File: config.mk
export PLATFORM = sky130hd
export DESIGN_NAME = fmt_field_render
export DESIGN_NICKNAME = d
export VERILOG_FILES = /design/src/rtl/fmt_pkg.sv /design/src/rtl/fmt_char_buf.sv /design/src/rtl/fmt_digit_gen.sv /design/src/rtl/fmt_field_render.sv
export SDC_FILE = /design/constraint.sdc
export NUM_CORES = 1
export LEC_CHECK = 0
export ABC_CLOCK_PERIOD_IN_PS = 4100
export BUFFER_PORTS_ARGS = -buffer_cell sky130_fd_sc_hd__buf_4
export CAP_MARGIN = 25
export CORE_MARGIN = 3
export CORE_UTILIZATION = 30
export CTS_CLUSTER_DIAMETER = 100
export DETAILED_ROUTE_END_ITERATION = 10
export SLEW_MARGIN = 20
export SYNTH_ARGS = -nofsm -noshare
export SYNTH_HDL_FRONTEND = slang
export SYNTH_SLANG_ARGS = --single-unit
export TNS_END_PERCENT = 20
File: constraint.sdc
create_clock -name clk -period 4.1 [get_ports clk]
set_input_delay 0.41 -clock clk [delete_from_list [all_inputs] [get_ports clk]]
set_output_delay 0.41 -clock clk [all_outputs]
set_load 0.02 [all_outputs]
File: src/rtl/fmt_pkg.sv
package fmt_pkg;
  typedef enum logic [2:0] {
    FB_BIN = 3'd0,
    FB_OCT = 3'd1,
    FB_DEC = 3'd2,
    FB_HEX = 3'd3,
    FB_CHR = 3'd4
  } fmt_base_e;

  typedef enum logic [2:0] {
    S_IDLE, S_GEN, S_PRE, S_SIGN, S_DIG, S_POST, S_FIN
  } emit_st_e;

  function automatic logic [7:0] nib_ascii(input logic [3:0] d);
    return (d < 4'd10) ? (8'h30 + {4'd0, d}) : (8'h57 + {4'd0, d});
  endfunction
endpackage

File: src/rtl/fmt_char_buf.sv
module fmt_char_buf #(
  parameter int DEPTH = 64,
  parameter int AW    = 6
) (
  input  logic          clk,
  input  logic          we,
  input  logic [AW-1:0] waddr,
  input  logic [7:0]    wdata,
  input  logic [AW-1:0] raddr,
  output logic [7:0]    rdata
);
  logic [7:0] mem [DEPTH];

  always_ff @(posedge clk) begin
    if (we) mem[waddr] <= wdata;
  end

  assign rdata = mem[raddr];
endmodule

File: src/rtl/fmt_digit_gen.sv
module fmt_digit_gen
  import fmt_pkg::*;
#(
  parameter int ARG_W  = 64,
  parameter int SIZE_W = 7,
  parameter int CNT_W  = 7
) (
  input  logic             clk,
  input  logic             rst,
  input  logic             start_i,
  input  fmt_base_e        base_i,
  input  logic [ARG_W-1:0] value_i,
  input  logic [SIZE_W-1:0] size_i,
  input  logic             zero_i,
  output logic             done_o,
  output logic [CNT_W-1:0] count_o,
  output logic             wr_en_o,
  output logic [CNT_W-1:0] wr_addr_o,
  output logic [7:0]       wr_data_o
);
  localparam int DIV_W = $clog2(ARG_W);

  logic             busy_q, div_q;
  logic [DIV_W-1:0] step_q;
  logic [ARG_W-1:0] val_q;
  logic [3:0]       rem_q;
  logic [CNT_W-1:0] idx_q, min_q;
  fmt_base_e        base_q;

  logic [SIZE_W+1:0] sz_ext;
  logic [CNT_W-1:0]  min_d;
  logic [4:0]        trial;
  logic              fits;
  logic [3:0]        rem_n;
  logic [7:0]        pdig;
  logic [ARG_W-1:0]  pshift;
  logic              finish;

  // minimum digit count: zero-fill only for power-of-two bases
  always_comb begin
    sz_ext = {2'b00, size_i};
    min_d  = CNT_W'(1);
    if (base_i == FB_CHR) min_d = '0;
    else if (zero_i) begin
      case (base_i)
        FB_BIN:  min_d = CNT_W'(sz_ext);
        FB_OCT:  min_d = CNT_W'((sz_ext + 2) / 3);
        FB_HEX:  min_d = CNT_W'((sz_ext + 3) >> 2);
        default: min_d = CNT_W'(1);
      endcase
    end
  end

  // one restoring-division step by ten
  always_comb begin
    trial = {rem_q, val_q[ARG_W-1]};
    fits  = (trial >= 5'd10);
    rem_n = fits ? 4'(trial - 5'd10) : trial[3:0];
  end

  always_comb begin
    case (base_q)
      FB_BIN:  begin pdig = nib_ascii({3'b000, val_q[0]}); pshift = val_q >> 1; end
      FB_OCT:  begin pdig = nib_ascii({1'b0, val_q[2:0]}); pshift = val_q >> 3; end
      FB_CHR:  begin pdig = val_q[7:0];                    pshift = val_q >> 8; end
      default: begin pdig = nib_ascii(val_q[3:0]);         pshift = val_q >> 4; end
    endcase
    finish = (val_q == '0) && (idx_q >= min_q);
  end

  always_ff @(posedge clk) begin
    if (rst) begin
      busy_q <= 1'b0; div_q <= 1'b0; step_q <= '0; val_q <= '0; rem_q <= '0;
      idx_q <= '0; min_q <= '0; base_q <= FB_BIN;
      done_o <= 1'b0; count_o <= '0; wr_en_o <= 1'b0; wr_addr_o <= '0; wr_data_o <= '0;
    end else begin
      done_o  <= 1'b0;
      wr_en_o <= 1'b0;
      if (start_i) begin
        busy_q <= 1'b1; div_q <= 1'b0; val_q <= value_i;
        idx_q <= '0; min_q <= min_d; base_q <= base_i;
      end else if (busy_q) begin
        if (div_q) begin
          val_q  <= {val_q[ARG_W-2:0], fits};
          rem_q  <= rem_n;
          step_q <= step_q + 1'b1;
          if (step_q == DIV_W'(ARG_W - 1)) begin
            div_q     <= 1'b0;
            wr_en_o   <= 1'b1;
            wr_addr_o <= idx_q;
            wr_data_o <= 8'h30 + {4'd0, rem_n};
            idx_q     <= idx_q + 1'b1;
          end
        end else if (finish) begin
          busy_q  <= 1'b0;
          done_o  <= 1'b1;
          count_o <= idx_q;
        end else if (base_q == FB_DEC) begin
          div_q <= 1'b1; step_q <= '0; rem_q <= '0;
        end else begin
          wr_en_o   <= 1'b1;
          wr_addr_o <= idx_q;
          wr_data_o <= pdig;
          val_q     <= pshift;
          idx_q     <= idx_q + 1'b1;
        end
      end
    end
  end

  p_start_idle_r1: assert property (@(posedge clk) disable iff (rst)
    start_i |-> !busy_q);
  p_addr_bound_r3: assert property (@(posedge clk) disable iff (rst)
    wr_en_o |-> (wr_addr_o < CNT_W'(ARG_W)));
  p_digit_ascii_r3: assert property (@(posedge clk) disable iff (rst)
    (wr_en_o && base_q != FB_CHR) |->
      ((wr_data_o >= 8'h30 && wr_data_o <= 8'h39) || (wr_data_o >= 8'h61 && wr_data_o <= 8'h66)));
  p_min_digits_r4: assert property (@(posedge clk) disable iff (rst)
    done_o |-> (count_o >= min_q));
endmodule

File: src/rtl/fmt_field_render.sv
module fmt_field_render
  import fmt_pkg::*;
#(
  parameter int ARG_W   = 64,
  parameter int WIDTH_W = 8,
  parameter int SIZE_W  = $clog2(ARG_W + 1)
) (
  input  logic               clk,
  input  logic               rst,
  input  logic               req_valid,
  output logic               req_ready,
  input  logic [ARG_W-1:0]   arg_i,
  input  logic [SIZE_W-1:0]  size_i,
  input  logic [2:0]         base_i,
  input  logic               left_i,
  input  logic [WIDTH_W-1:0] width_i,
  input  logic               plus_i,
  input  logic               zero_i,
  input  logic               signed_i,
  output logic               out_valid,
  input  logic               out_ready,
  output logic [7:0]         out_byte,
  output logic               done
);
  localparam int CNT_W = $clog2(ARG_W + 1);
  localparam int AW    = $clog2(ARG_W);
  localparam int LEN_W = ((WIDTH_W > CNT_W) ? WIDTH_W : CNT_W) + 1;

  emit_st_e         st_q;
  fmt_base_e        base_in, base_q;
  logic [ARG_W-1:0] size_mask, top_bit, masked, mag, mag_q;
  logic             neg;
  logic [SIZE_W-1:0] size_q;
  logic             zero_q, left_q, gen_start_q;
  logic [WIDTH_W-1:0] width_q, pad_q;
  logic [7:0]       sign_q;
  logic [CNT_W-1:0] rd_q;
  logic             slot_free, accept;
  logic [LEN_W-1:0] len_w, wid_w;

  logic             gen_done, wr_en;
  logic [CNT_W-1:0] gen_count, wr_addr;
  logic [7:0]       wr_data, rd_data;

  assign base_in   = fmt_base_e'(base_i);
  assign req_ready = (st_q == S_IDLE);
  assign accept    = req_valid && req_ready;
  assign slot_free = !out_valid || out_ready;

  always_comb begin
    for (int i = 0; i < ARG_W; i++) size_mask[i] = (i < int'(size_i));
    masked  = arg_i & size_mask;
    top_bit = size_mask & ~(size_mask >> 1);
    neg     = (base_in == FB_DEC) && signed_i && (|(masked & top_bit));
    mag     = neg ? ((~masked) + 1'b1) & size_mask : masked;
    len_w   = LEN_W'(gen_count) + LEN_W'(sign_q != 8'h00);
    wid_w   = LEN_W'(width_q);
  end

  fmt_digit_gen #(.ARG_W(ARG_W), .SIZE_W(SIZE_W), .CNT_W(CNT_W)) u_gen (
    .clk(clk), .rst(rst), .start_i(gen_start_q), .base_i(base_q), .value_i(mag_q),
    .size_i(size_q), .zero_i(zero_q), .done_o(gen_done), .count_o(gen_count),
    .wr_en_o(wr_en), .wr_addr_o(wr_addr), .wr_data_o(wr_data)
  );

  fmt_char_buf #(.DEPTH(ARG_W), .AW(AW)) u_buf (
    .clk(clk), .we(wr_en), .waddr(AW'(wr_addr)), .wdata(wr_data),
    .raddr(AW'(rd_q - 1'b1)), .rdata(rd_data)
  );

  always_ff @(posedge clk) begin
    if (rst) begin
      st_q <= S_IDLE; base_q <= FB_BIN; mag_q <= '0; size_q <= '0; zero_q <= 1'b0;
      left_q <= 1'b0; width_q <= '0; pad_q <= '0; sign_q <= '0; rd_q <= '0;
      gen_start_q <= 1'b0; out_valid <= 1'b0; out_byte <= '0; done <= 1'b0;
    end else begin
      gen_start_q <= 1'b0;
      done        <= 1'b0;
      if (slot_free) out_valid <= 1'b0;
      case (st_q)
        S_IDLE: if (accept) begin
          base_q <= base_in; mag_q <= mag; size_q <= size_i; zero_q <= zero_i;
          left_q <= left_i; width_q <= width_i;
          sign_q <= neg ? 8'h2d : ((base_in == FB_DEC && plus_i) ? 8'h2b : 8'h00);
          gen_start_q <= 1'b1;
          st_q <= S_GEN;
        end
        S_GEN: if (gen_done) begin
          pad_q <= (wid_w > len_w) ? WIDTH_W'(wid_w - len_w) : '0;
          rd_q  <= gen_count;
          st_q  <= left_q ? S_SIGN : S_PRE;
        end
        S_PRE: if (slot_free) begin
          if (pad_q != '0) begin
            out_valid <= 1'b1; out_byte <= 8'h20; pad_q <= pad_q - 1'b1;
          end else st_q <= S_SIGN;
        end
        S_SIGN: if (slot_free) begin
          if (sign_q != 8'h00) begin out_valid <= 1'b1; out_byte <= sign_q; end
          st_q <= S_DIG;
        end
        S_DIG: if (slot_free) begin
          if (rd_q != '0) begin
            out_valid <= 1'b1; out_byte <= rd_data; rd_q <= rd_q - 1'b1;
          end else st_q <= left_q ? S_POST : S_FIN;
        end
        S_POST: if (slot_free) begin
          if (pad_q != '0) begin
            out_valid <= 1'b1; out_byte <= 8'h20; pad_q <= pad_q - 1'b1;
          end else st_q <= S_FIN;
        end
        S_FIN: if (slot_free) begin
          done <= 1'b1;
          st_q <= S_IDLE;
        end
        default: st_q <= S_IDLE;
      endcase
    end
  end

  p_hold_stall_r10: assert property (@(posedge clk) disable iff (rst)
    (out_valid && !out_ready) |=> (out_valid && $stable(out_byte)));
  p_busy_while_out_r1: assert property (@(posedge clk) disable iff (rst)
    out_valid |-> !req_ready);
  p_done_pulse_r1: assert property (@(posedge clk) disable iff (rst)
    done |=> !done);
endmodule

==> results.json <==
{
  "hold_viol_final": 0,
  "drc": 0,
  "netlist_area_mm2": 0.0371,
  "ys_ff_latch": 744,
  "netlist_top_cells_area": "edfxtp_1 41%, dfxtp_1 13%, mux4_2 9.8%",
  "ir_drop_v": 0.000387,
  "die_x_um": 358,
  "routed_wirelength_um": 117000,
  "grt_usage_pct": 17.8,
  "syn2layout_area_growth_pct": 15.9,
  "critPathLaunchType": "flip-flop",
  "fin_crit_sh_pct": 94.2,
  "cts_sinks": 744,
  "cts_setup_buffers": 0,
  "arrival_ns": 4.39,
  "numCtsBuffers": 80,
  "place_inst": 4849,
  "setup.worst_path.end_class": "flip-flop",
  "cts-root-buf": "clkbuf_16",
  "cts.htree.levels": 3,
  "first_pass_iters": 5,
  "clock_path_buffers": 3,
  "core_area_mm2": 0.122,
  "wl_per_cell_um": 23.3,
  "viasPerCell": 5.58,
  "clkLatencyLatePin_ns": 0.67,
  "rows": 128,
  "cts_tree": "done",
  "synth_top_cell_by_area": "edfxtp_1",
  "syn_nets": 3375,
  "status": "finished clean",
  "start_util_pct": 30.3,
  "synth_top_area_share_pct": 41.5,
  "antenna_found_initial": 4,
  "setup_tns_ns": 0,
  "overflow": 0,
  "ant_nets": 0,
  "final_area_mm2": 0.0430,
  "crit_fanout": 6,
  "worstSetupPathType": "reg -> reg",
  "ys_warn_count": 0,
  "synth_flop_cell": "edfxtp_1",
  "grt.met3_usage_pct": 4.00,
  "total_power_mw": 17.9,
  "slew_headroom_pct": 34.6,
  "grt_pass1_wl_um": 174000,
  "final_util_pct": 35.2,
  "port-buffer-count": 100,
  "max_clock_freq_mhz": 259,
  "ys_types": 96,
  "nets": 3431,
  "avgSynthCellArea_um2": 11.4,
  "async_flop_share_pct": 0,
  "p_leak_nw": 14.0,
  "grt-busiest-layer": "met2",
  "hp-class": "in -> reg",
  "syn_inst": 3252,
  "use_met2_pct": 26.8,
  "vias": 27900,
  "die_area_mm2": 0.128,
  "gp_congestion": 0.973,
  "setup_viol": 0,
  "grt_max_degree": 110,
  "maxCapViolCount": 0,
  "clk_pin_slew_worst_paths_ns": 0.06,
  "dpl_cell_area_mm2": 0.0399,
  "drive_gt1_share_pct": 17.8,
  "hpwl_um": 80300,
  "worst_pin_slew_ns": 0.980,
  "first_global_vias": 26500,
  "required_ns": 4.63,
  "post-route-min-period_ns": 3.86,
  "die_h_um": 358,
  "synth_edf_count": 512,
  "fin_skew_ns": 0.0577,
  "fin_cells": 5000,
  "drt-initial-drc-count": 3387,
  "maxSlewViolCount": 0,
  "io_pins": 101,
  "seq_area_frac_synth_pct": 54.0,
  "grtUsageMet1_pct": 25.7,
  "powerDensity_mw_per_mm2": 416
}
## final cells by class
type / count / area, um^2
well taps: 1625 / 2030
clock inverters: 59 / 907
inverters: 60 / 225
diodes: 2 / 5.00
flip-flops and latches: 744 / 20000
multi-input cells: 2198 / 16000
fillers: 12000 / 79200
repair buffers: 224 / 1740
clock buffers: 88 / 2080
## cells in the mapped netlist, types with 43 or more instances
cell type	n
xnor2_1	44
nor3_1	50
clkbuf_1	192
nor2b_1	59
inv_1	56
o21ai_0	200
mux2i_1	54
dfxtp_1	232
nand2_1	330
a21oi_1	237
nor2_1	262
edfxtp_1	512
nand3_1	69
a211oi_1	70
mux4_2	161
a22oi_1	43
nor4_1	43
## final timing paths
path	startpoint	end	slack (ns)	cells after the start
max	size_q[2]	u_gen.min_q[1]	0.24	17
min	left_i	left_q	0.03	3
max reg2reg	size_q[2]	u_gen.min_q[1]	0.24	17
min reg2reg	mag_q[60]	mag_q[60]	0.45	2
## kinds of logic after synthesis
family          after synthesis  share of synthesized area (%)
buf+inv                     310                           3.32
compound gates              877                           15.4
simple gates                983                           12.7
mux                         227                           11.6
flops                       744                           54.0
fa+ha+maj                    33                           1.13
xor+xnor                     78                           1.84
## metrics by stage
step	hold WS, ns	setup WS [ns]
floorplan	0.420	0.0246
global placement	0.446	0.0363
detailed placement	0.442	0.0495
CTS	0.00264	0.0168
global route	0.0231	-0.00616
finish	0.0308	0.239
## critical path, cell delays in order (launching register included)
cell and delay (ns):
dfxtp_2 0.37, ha_2 0.22, nand3_1 0.13, xor2_1 0.17, a21oi_1 0.15, ha_1 0.26, a21oi_1 0.15, or3b_2 0.47
a221oi_2 0.26, o22ai_2 0.16, mux2i_1 0.17, o21ba_2 0.27, nor2_1 0.04, xnor2_1 0.13, ha_2 0.22, nor2_1 0.12
o311ai_0 0.17, a31o_2 0.30
## what timing repair did
action / in CTS / in global routing
gates resized for setup: 0 / 12
hold buffers: 1 / 0
hold endpoints to repair: 1 / 0
setup endpoints to repair: 0 / 2
## flip-flops by register name, summed over array words and instances (netlist names), 3 cells and up
| signal | cells |
|---|---|
| rd_q | 7 |
| u_gen.base_q | 3 |
| size_q | 7 |
| u_gen.count_o | 7 |
| mag_q | 64 |
| out_byte | 8 |
| u_gen.val_q | 64 |
| u_gen.wr_addr_o | 6 |
| u_gen.idx_q | 7 |
| u_gen.step_q | 6 |
| u_buf.mem | 512 |
| st_q | 3 |
| width_q | 8 |
| base_q | 3 |
| u_gen.wr_data_o | 8 |
| u_gen.rem_q | 4 |
| sign_q | 3 |
| pad_q | 8 |
| u_gen.min_q | 7 |
## power by group
part           total, mW  switching (mW)  internal [mW]
combinational       1.51            1.02          0.489
sequential          8.29           0.147           8.15
clock               8.09            3.22           4.87
## cell usage in the layout (no fill, tap or decap), types with 16 or more instances in the layout
master and instances:
a211oi_1 70, a21o_1 26, a21oi_1 236, a22oi_1 43, a31oi_1 34, a32o_1 30
and2_1 17, and3_1 19, buf_4 217, bufinv_16 18, clkbuf_16 81, dfxtp_1 215
edfxtp_1 512, ha_1 29, inv_1 56, mux2i_1 54, mux4_2 161, nand2_1 330
nand3_1 69, nand4_1 33, nor2_1 260, nor2b_1 59, nor3_1 49, nor4_1 43
o211ai_1 16, o21ai_0 199, o221ai_1 17, o22ai_1 28, o31a_1 34, or3_1 17
xnor2_1 41, xor2_1 34
## metal layers
layer  routed length [um]  part of all wire [%]
met1                51700                    44
met5                   12                 0.010
met4                 3060                   2.6
met3                 9890                   8.5
met2                52000                    45
Note: power is estimated with default switching activity, not from simulation.
